[src/rtl/hsq_pkg.sv]
package hsq_pkg;

   localparam int DLY_W      = 8;
   localparam int MAX_LANES  = 3;
   localparam int DATA_LSB   = 0;
   localparam int CLK_LSB    = 8;
   localparam int MODE_LSB   = 16;
   localparam int MODE_W     = 2;
   localparam int RSV_LSB    = 22;
   localparam int UNGATE_LSB = 24;

   typedef enum logic [1:0] {
      TERM_PHY_GATED = 2'b00,
      TERM_FORCE_ON  = 2'b01,
      TERM_LINE_SENSE = 2'b10,
      TERM_PHY_FREE  = 2'b11
   } term_mode_e;

   typedef enum logic [1:0] {
      LS_WAIT01 = 2'b00,
      LS_SAW01  = 2'b01,
      LS_ON     = 2'b10
   } line_state_e;

endpackage

[src/rtl/hsq_delay_stage.sv]
module hsq_delay_stage #(
   parameter int W = 8
) (
   input  logic         clk,
   input  logic         rst_n,
   input  logic         tick,
   input  logic         start,
   input  logic [W-1:0] delay,
   output logic         done
);

   if (W < 1) begin : g_bad_width
      $error("hsq_delay_stage: W must be at least 1");
   end

   logic         loaded;
   logic [W-1:0] cnt;

   always_ff @(posedge clk or negedge rst_n) begin
      if (!rst_n) begin
         loaded <= 1'b0;
         cnt    <= '0;
      end else if (!start) begin
         loaded <= 1'b0;
         cnt    <= '0;
      end else if (!loaded) begin
         loaded <= 1'b1;
         cnt    <= (tick && delay != '0) ? delay - W'(1) : delay;
      end else if (tick && cnt != '0) begin
         cnt <= cnt - W'(1);
      end
   end

   assign done = start && (loaded ? (cnt == '0) : (delay == '0));

   // a loaded count does not move while tick is low
   p_hold_without_tick_r7 : assert property (@(posedge clk) disable iff (!rst_n)
      (start && loaded && !tick) |=> (!start || cnt == $past(cnt)));

   // a fresh start with a nonzero delay is never done at once
   p_no_early_done_r4 : assert property (@(posedge clk) disable iff (!rst_n)
      ($rose(start) && delay != '0) |-> !done);

endmodule

[src/rtl/hsq_line_sense.sv]
module hsq_line_sense
   import hsq_pkg::*;
(
   input  logic clk,
   input  logic rst_n,
   input  logic en,
   input  logic lp_p,
   input  logic lp_n,
   output logic term
);

   line_state_e state, state_nx;

   always_comb begin
      state_nx = state;
      if (!en) begin
         state_nx = LS_WAIT01;
      end else begin
         unique case (state)
            LS_WAIT01: if (!lp_p && lp_n) state_nx = LS_SAW01;
            LS_SAW01: begin
               if (!lp_p && !lp_n) state_nx = LS_ON;
               else if (lp_p)      state_nx = LS_WAIT01;
            end
            LS_ON:     if (lp_p || lp_n) state_nx = LS_WAIT01;
            default:   state_nx = LS_WAIT01;
         endcase
      end
   end

   always_ff @(posedge clk or negedge rst_n) begin
      if (!rst_n) state <= LS_WAIT01;
      else        state <= state_nx;
   end

   assign term = (state == LS_ON);

   // termination only rises after an LP-00 sample
   p_rise_after_lp00_r3 : assert property (@(posedge clk) disable iff (!rst_n)
      $rose(term) |-> $past(!lp_p && !lp_n));

   // any line high ends termination on the next clock
   p_drop_on_line_high_r3 : assert property (@(posedge clk) disable iff (!rst_n)
      (en && term && (lp_p || lp_n)) |=> !term);

endmodule

[src/rtl/hsq_lane.sv]
module hsq_lane
   import hsq_pkg::*;
#(
   parameter int W = DLY_W
) (
   input  logic         clk,
   input  logic         rst_n,
   input  logic         tick,
   input  term_mode_e   mode,
   input  logic [W-1:0] clk_dly,
   input  logic [W-1:0] data_dly,
   input  logic [W-1:0] ungate_dly,
   input  logic         phy_term,
   input  logic         lp_p,
   input  logic         lp_n,
   output logic         term_en,
   output logic         clk_hs_en,
   output logic         data_hs_en,
   output logic         clk_ungate
);

   logic sense_term;
   logic clk_done, data_done, ungate_done;
   logic forced;

   assign forced = (mode == TERM_FORCE_ON);

   hsq_line_sense u_sense (
      .clk   (clk),
      .rst_n (rst_n),
      .en    (mode == TERM_LINE_SENSE),
      .lp_p  (lp_p),
      .lp_n  (lp_n),
      .term  (sense_term)
   );

   always_comb begin
      unique case (mode)
         TERM_FORCE_ON:   term_en = 1'b1;
         TERM_LINE_SENSE: term_en = sense_term;
         default:         term_en = phy_term;
      endcase
   end

   hsq_delay_stage #(.W(W)) u_clk_stage (
      .clk (clk), .rst_n (rst_n), .tick (tick),
      .start (term_en), .delay (clk_dly), .done (clk_done)
   );

   hsq_delay_stage #(.W(W)) u_data_stage (
      .clk (clk), .rst_n (rst_n), .tick (tick),
      .start (term_en), .delay (data_dly), .done (data_done)
   );

   assign clk_hs_en  = forced || clk_done;
   assign data_hs_en = forced || data_done;

   hsq_delay_stage #(.W(W)) u_ungate_stage (
      .clk (clk), .rst_n (rst_n), .tick (tick),
      .start (clk_hs_en), .delay (ungate_dly), .done (ungate_done)
   );

   assign clk_ungate = (mode == TERM_PHY_FREE) || ungate_done;

   // no high-speed enable without termination
   p_hs_needs_term_r8 : assert property (@(posedge clk) disable iff (!rst_n)
      (clk_hs_en || data_hs_en) |-> term_en);

   // clocks are released only behind the clock-lane enable, except when gating is bypassed
   p_ungate_needs_hs_r6 : assert property (@(posedge clk) disable iff (!rst_n)
      (mode != TERM_PHY_FREE && clk_ungate) |-> clk_hs_en);

   // the forced mode holds every enable of the chain head
   p_forced_all_on_r2 : assert property (@(posedge clk) disable iff (!rst_n)
      (mode == TERM_FORCE_ON) |-> (term_en && clk_hs_en && data_hs_en));

endmodule

[src/rtl/hs_bringup_seq.sv]
module hs_bringup_seq
   import hsq_pkg::*;
#(
   parameter int NUM_LANES = 3
) (
   input  logic                 clk,
   input  logic                 rst_n,
   input  logic                 tick,
   input  logic [31:0]          ctrl_word,
   input  logic [NUM_LANES-1:0] phy_term_en,
   input  logic [NUM_LANES-1:0] lp_p,
   input  logic [NUM_LANES-1:0] lp_n,
   output logic [NUM_LANES-1:0] term_en,
   output logic [NUM_LANES-1:0] clk_hs_en,
   output logic [NUM_LANES-1:0] data_hs_en,
   output logic [NUM_LANES-1:0] clk_ungate
);

   localparam int MODE_TOP = MODE_LSB + MODE_W * NUM_LANES;

   if (NUM_LANES < 1 || NUM_LANES > MAX_LANES) begin : g_bad_lanes
      $error("hs_bringup_seq: NUM_LANES must lie in 1..3");
   end
   if (MODE_TOP > RSV_LSB) begin : g_bad_layout
      $error("hs_bringup_seq: mode fields overrun the reserved bits");
   end

   logic [DLY_W-1:0] clk_dly, data_dly, ungate_dly;
   logic             unused_rsv_bits;

   assign clk_dly         = ctrl_word[CLK_LSB    +: DLY_W];
   assign data_dly        = ctrl_word[DATA_LSB   +: DLY_W];
   assign ungate_dly      = ctrl_word[UNGATE_LSB +: DLY_W];
   assign unused_rsv_bits = ^ctrl_word[RSV_LSB +: 2];

   for (genvar i = 0; i < NUM_LANES; i++) begin : g_lane
      term_mode_e mode;
      assign mode = term_mode_e'(ctrl_word[MODE_LSB + MODE_W*i +: MODE_W]);

      hsq_lane #(.W(DLY_W)) u_lane (
         .clk        (clk),
         .rst_n      (rst_n),
         .tick       (tick),
         .mode       (mode),
         .clk_dly    (clk_dly),
         .data_dly   (data_dly),
         .ungate_dly (ungate_dly),
         .phy_term   (phy_term_en[i]),
         .lp_p       (lp_p[i]),
         .lp_n       (lp_n[i]),
         .term_en    (term_en[i]),
         .clk_hs_en  (clk_hs_en[i]),
         .data_hs_en (data_hs_en[i]),
         .clk_ungate (clk_ungate[i])
      );
   end

   if (MODE_TOP < RSV_LSB) begin : g_spare_modes
      logic unused_mode_bits;
      assign unused_mode_bits = ^ctrl_word[RSV_LSB-1:MODE_TOP];
   end

endmodule

[config.mk]
export PLATFORM = sky130hd
export DESIGN_NAME = hs_bringup_seq
export DESIGN_NICKNAME = d
export VERILOG_FILES = /design/src/rtl/hsq_pkg.sv /design/src/rtl/hsq_delay_stage.sv /design/src/rtl/hsq_line_sense.sv /design/src/rtl/hsq_lane.sv /design/src/rtl/hs_bringup_seq.sv
export SDC_FILE = /design/constraint.sdc
export NUM_CORES = 1
export LEC_CHECK = 0
export BUFFER_PORTS_ARGS = -buffer_cell sky130_fd_sc_hd__buf_2
export CAP_MARGIN = 20
export CORE_MARGIN = 2
export CORE_UTILIZATION = 45
export CTS_BUF_LIST = sky130_fd_sc_hd__clkbuf_4
export DETAILED_ROUTE_END_ITERATION = 16
export GPL_TIMING_DRIVEN = 0
export HOLD_SLACK_MARGIN = 0.12
export PLACE_DENSITY_LB_ADDON = 0.05
export REMOVE_ABC_BUFFERS = 1
export SLEW_MARGIN = 20
export SYNTH_ARGS = -nofsm -noshare
export SYNTH_HDL_FRONTEND = slang
export SYNTH_SLANG_ARGS = --single-unit
[constraint.sdc]
create_clock -name clk -period 4.7 [get_ports clk]
set_clock_uncertainty 0.1 [all_clocks]
set_input_delay 1.41 -clock clk [delete_from_list [all_inputs] [get_ports clk]]
set_output_delay 1.41 -clock clk [all_outputs]
set_load 0.1 [all_outputs]
==> impl_metrics.env <==
export IMPL_outcome="finished clean"
export IMPL_min_to="g_lane[1].u_lane.u_sense.state[0]"
export IMPL_wire_per_inst_um=17.4
export IMPL_dr_total_vias=4802
export IMPL_tightest_slew_ps=830
export IMPL_wl_um=14900
export IMPL_drt_initial_drc_count=276
export IMPL_synth_top_family_by_area="simple AND/OR/NAND/NOR gates"
export IMPL_synth_edff_count=0
export IMPL_final_common_cell="dfrtp_1"
export IMPL_seqPwrFrac_pct=40.4
export IMPL_synthCells=632
export IMPL_cts_buffers=9
export IMPL_clkPwrFrac_pct=21.3
export IMPL_overflow=0
export IMPL_start_util_pct=45.6
export IMPL_use_met1_pct=30.4
export IMPL_gp_congestion=0.831
export IMPL_grt_pass1_wl_um=24100
export IMPL_synthFlopType="dfrtp_1"
export IMPL_rr_worst_depth=7
export IMPL_critical_path_class="input pin to output port"
export IMPL_slew_headroom_pct=44.7
export IMPL_power_uw=2230
export IMPL_setup_viol_count_final=0
export IMPL_ys_types=68
export IMPL_final_cell_area_um2=6530
export IMPL_startpoint_type="input pin"
export IMPL_hold_viol_final=0
export IMPL_die_h_um=116
export IMPL_yosys_warnings=0
export IMPL_power_share_combinational_pct=38.3
export IMPL_hold_depth=1
export IMPL_dpl_cell_area_um2=6030
export IMPL_drive_gt1_share_pct=18.0
export IMPL_ys_seq_area_share_pct=37.0
export IMPL_coreArea_um2=12500
export IMPL_slew_viol_final=0
export IMPL_areaGrowthSynthToFinish_pct=14.9
export IMPL_layout_setup_ws_ps=63.4
export IMPL_finalNetCount=752
export IMPL_ioPinCount=56
export IMPL_use_met3_pct=4.83
export IMPL_die_area_um2=13500
export IMPL_antenna_found_initial=1
export IMPL_intPower_uw=1370
export IMPL_ant_nets=0
export IMPL_vias_per_cell=5.60
export IMPL_p_sw_share_pct=38.8
export IMPL_cts_hold_fix_buffers=0
export IMPL_cts_tree="built"
export IMPL_r2r_end="g_lane[1].u_lane.u_clk_stage.cnt[5]"
export IMPL_ys_ff_latch=84
export IMPL_grt_pass1_vias=4726
export IMPL_end_kind="output port"
export IMPL_synthXorXnorAreaFrac_pct=7.55
export IMPL_cts_sink_count=84
export IMPL_synthesis_area_um2=5680
export IMPL_power_leakage_uw=0.00278
export IMPL_ir_worst_vdd_v=0.000209
export IMPL_post_place_ws_ps=-1160
export IMPL_final_cell_mix="84 x dfrtp_1, 58 x nor2_1, 46 x o22ai_1"
export IMPL_grt_total_usage_pct=23.2
export IMPL_max_cap_violations=0
export IMPL_hold_path_class="register to register"
export IMPL_path_clk_slew_ps=130
export IMPL_synth_compound_area_share_pct=16.9
export IMPL_yosys_area_share_simple_pct=22.2
export IMPL_root_buffer="clkbuf_4"
export IMPL_rsz0062_at_grt="false"
export IMPL_r2r_slack_ps=2340
export IMPL_portBuffers=53
export IMPL_grt_max_degree=52
export IMPL_crit_fanout=5
export IMPL_layout_cells_non_filler=857
export IMPL_worstPathArrival_ps=3130
export IMPL_finalCritPeriodShare_pct=98.7
export IMPL_r2r_start="g_lane[1].u_lane.u_clk_stage.cnt[0]"
export IMPL_insertion_delay_ps=470
export IMPL_row_count=41
export IMPL_async_reset_ff_share_pct=100
export IMPL_synth_area_mux_share_pct=3.79
export IMPL_fin_crit_ps=4640
export IMPL_dr_pass1_iters=5
export IMPL_avgSynthCellArea_um2=8.99
export IMPL_use_met2_pct=39.6
export IMPL_cts_htree_levels=3
export IMPL_worstPathRequired_ps=3190
export IMPL_synth_fa_ha_area_share_pct=6.61
export IMPL_powerDensity_nw_per_um2=342
export IMPL_dp_cells=826
export IMPL_clk_path_buf_depth=2
export IMPL_hold_start="g_lane[1].u_lane.u_sense.state[1]"
export IMPL_hpwl_um=10200
export IMPL_fp_dieW_um=116
export IMPL_power_switching_uw=865
export IMPL_grt_busiest_layer="met2"
export IMPL_route_detailed_drc=0
export IMPL_max_freq_mhz=216
## cell usage after synthesis, types with 10 or more instances
cell type	number	area, um2
nor2_1	59	221
nand3_1	14	70.1
nor3_1	20	100
o22ai_1	46	288
inv_1	44	165
xnor2_1	38	333
xor2_1	11	96.3
nor2b_1	10	62.6
clkbuf_1	14	52.6
mux2i_1	11	110
a21oi_1	28	140
nor4_1	18	113
dfrtp_1	84	2100
ha_1	30	375
a211oi_1	21	158
buf_4	12	90.1
nand2_1	39	146
## worst max path at each step
stage	cells past startpoint	to	start	slack (ps)
6_report	9	clk_hs_en[0]	ctrl_word[16]	60
5_1_grt	9	clk_hs_en[0]	ctrl_word[16]	4
4_1_cts	9	clk_ungate[0]	ctrl_word[16]	-30
3_5_place_dp	9	clk_ungate[0]	ctrl_word[16]	-1160
3_3_place_gp	9	clk_ungate[0]	ctrl_word[16]	-1560
2_1_floorplan	6	clk_ungate[2]	ctrl_word[20]	-2820
## power by group through the flow
stage                     Combinational [uW]  Sequential (uW)  Clock, uW
after global routing                     950              917        514
after floorplan                          615              890          0
after CTS                                844              900        497
after detailed placement                 795              912          0
final                                    854              902        476
after global placement                   783              909          0
## timing repair
action	CTS	global route
gates cloned	0	0
setup buffers	11	2
endpoints found under the setup margin	10	8
pin swaps	6	9
gates resized for setup	33	20
## metrics by stage
stage,hold slack (ps),setup TNS [ps],utilization [%]
finish,389,0,52.4
global route,419,0,52.4
CTS,390,-28.2,51.6
detailed placement,375,-5230,48.3
global placement,351,-5880,48.1
floorplan,342,-11360,-
## per-layer routing
| layer | up-vias | share of wire (%) |
|---|---|---|
| met5 | - | 0 |
| li1 | 2389 | - |
| met4 | 0 | 1.1 |
| met3 | 13 | 3.0 |
| met1 | 2314 | 47 |
| met2 | 86 | 49 |
## cells by family after synthesis
family / after synthesis
compound gates: 143
buf+inv: 77
fa+ha+maj: 30
flops: 84
xor+xnor: 49
simple gates: 229
mux: 20
## critical path, cell delays in order
cell	delay, ps
buf_8	90
inv_4	30
ha_4	280
mux2_4	330
or2_4	250
a311oi_4	300
buf_6	180
inv_1	80
buf_8	170
## registers in the layout, summed over array words and instances (netlist names)
name                                 flops
g_lane.u_lane.u_ungate_stage.loaded      3
g_lane.u_lane.u_data_stage.loaded        1
g_lane.u_lane.u_clk_stage.cnt           24
g_lane.u_lane.u_clk_stage.loaded         2
g_lane.u_lane.u_sense.state              6
g_lane.u_lane.u_ungate_stage.cnt        24
g_lane.u_lane.u_data_stage.cnt          24
## area by class of cell
class                           instances  area (um2)
Antenna cell                            2        5.00
Clock buffer                            9        67.6
Clock inverter                          7        81.3
Fill cell                            1210        5940
Inverter                               45         171
Multi-Input combinational cell        471        3420
Sequential cell                        84        2100
Tap cell                              172         215
Timing Repair Buffer                   67         469
(Power assumes the default switching activity.)
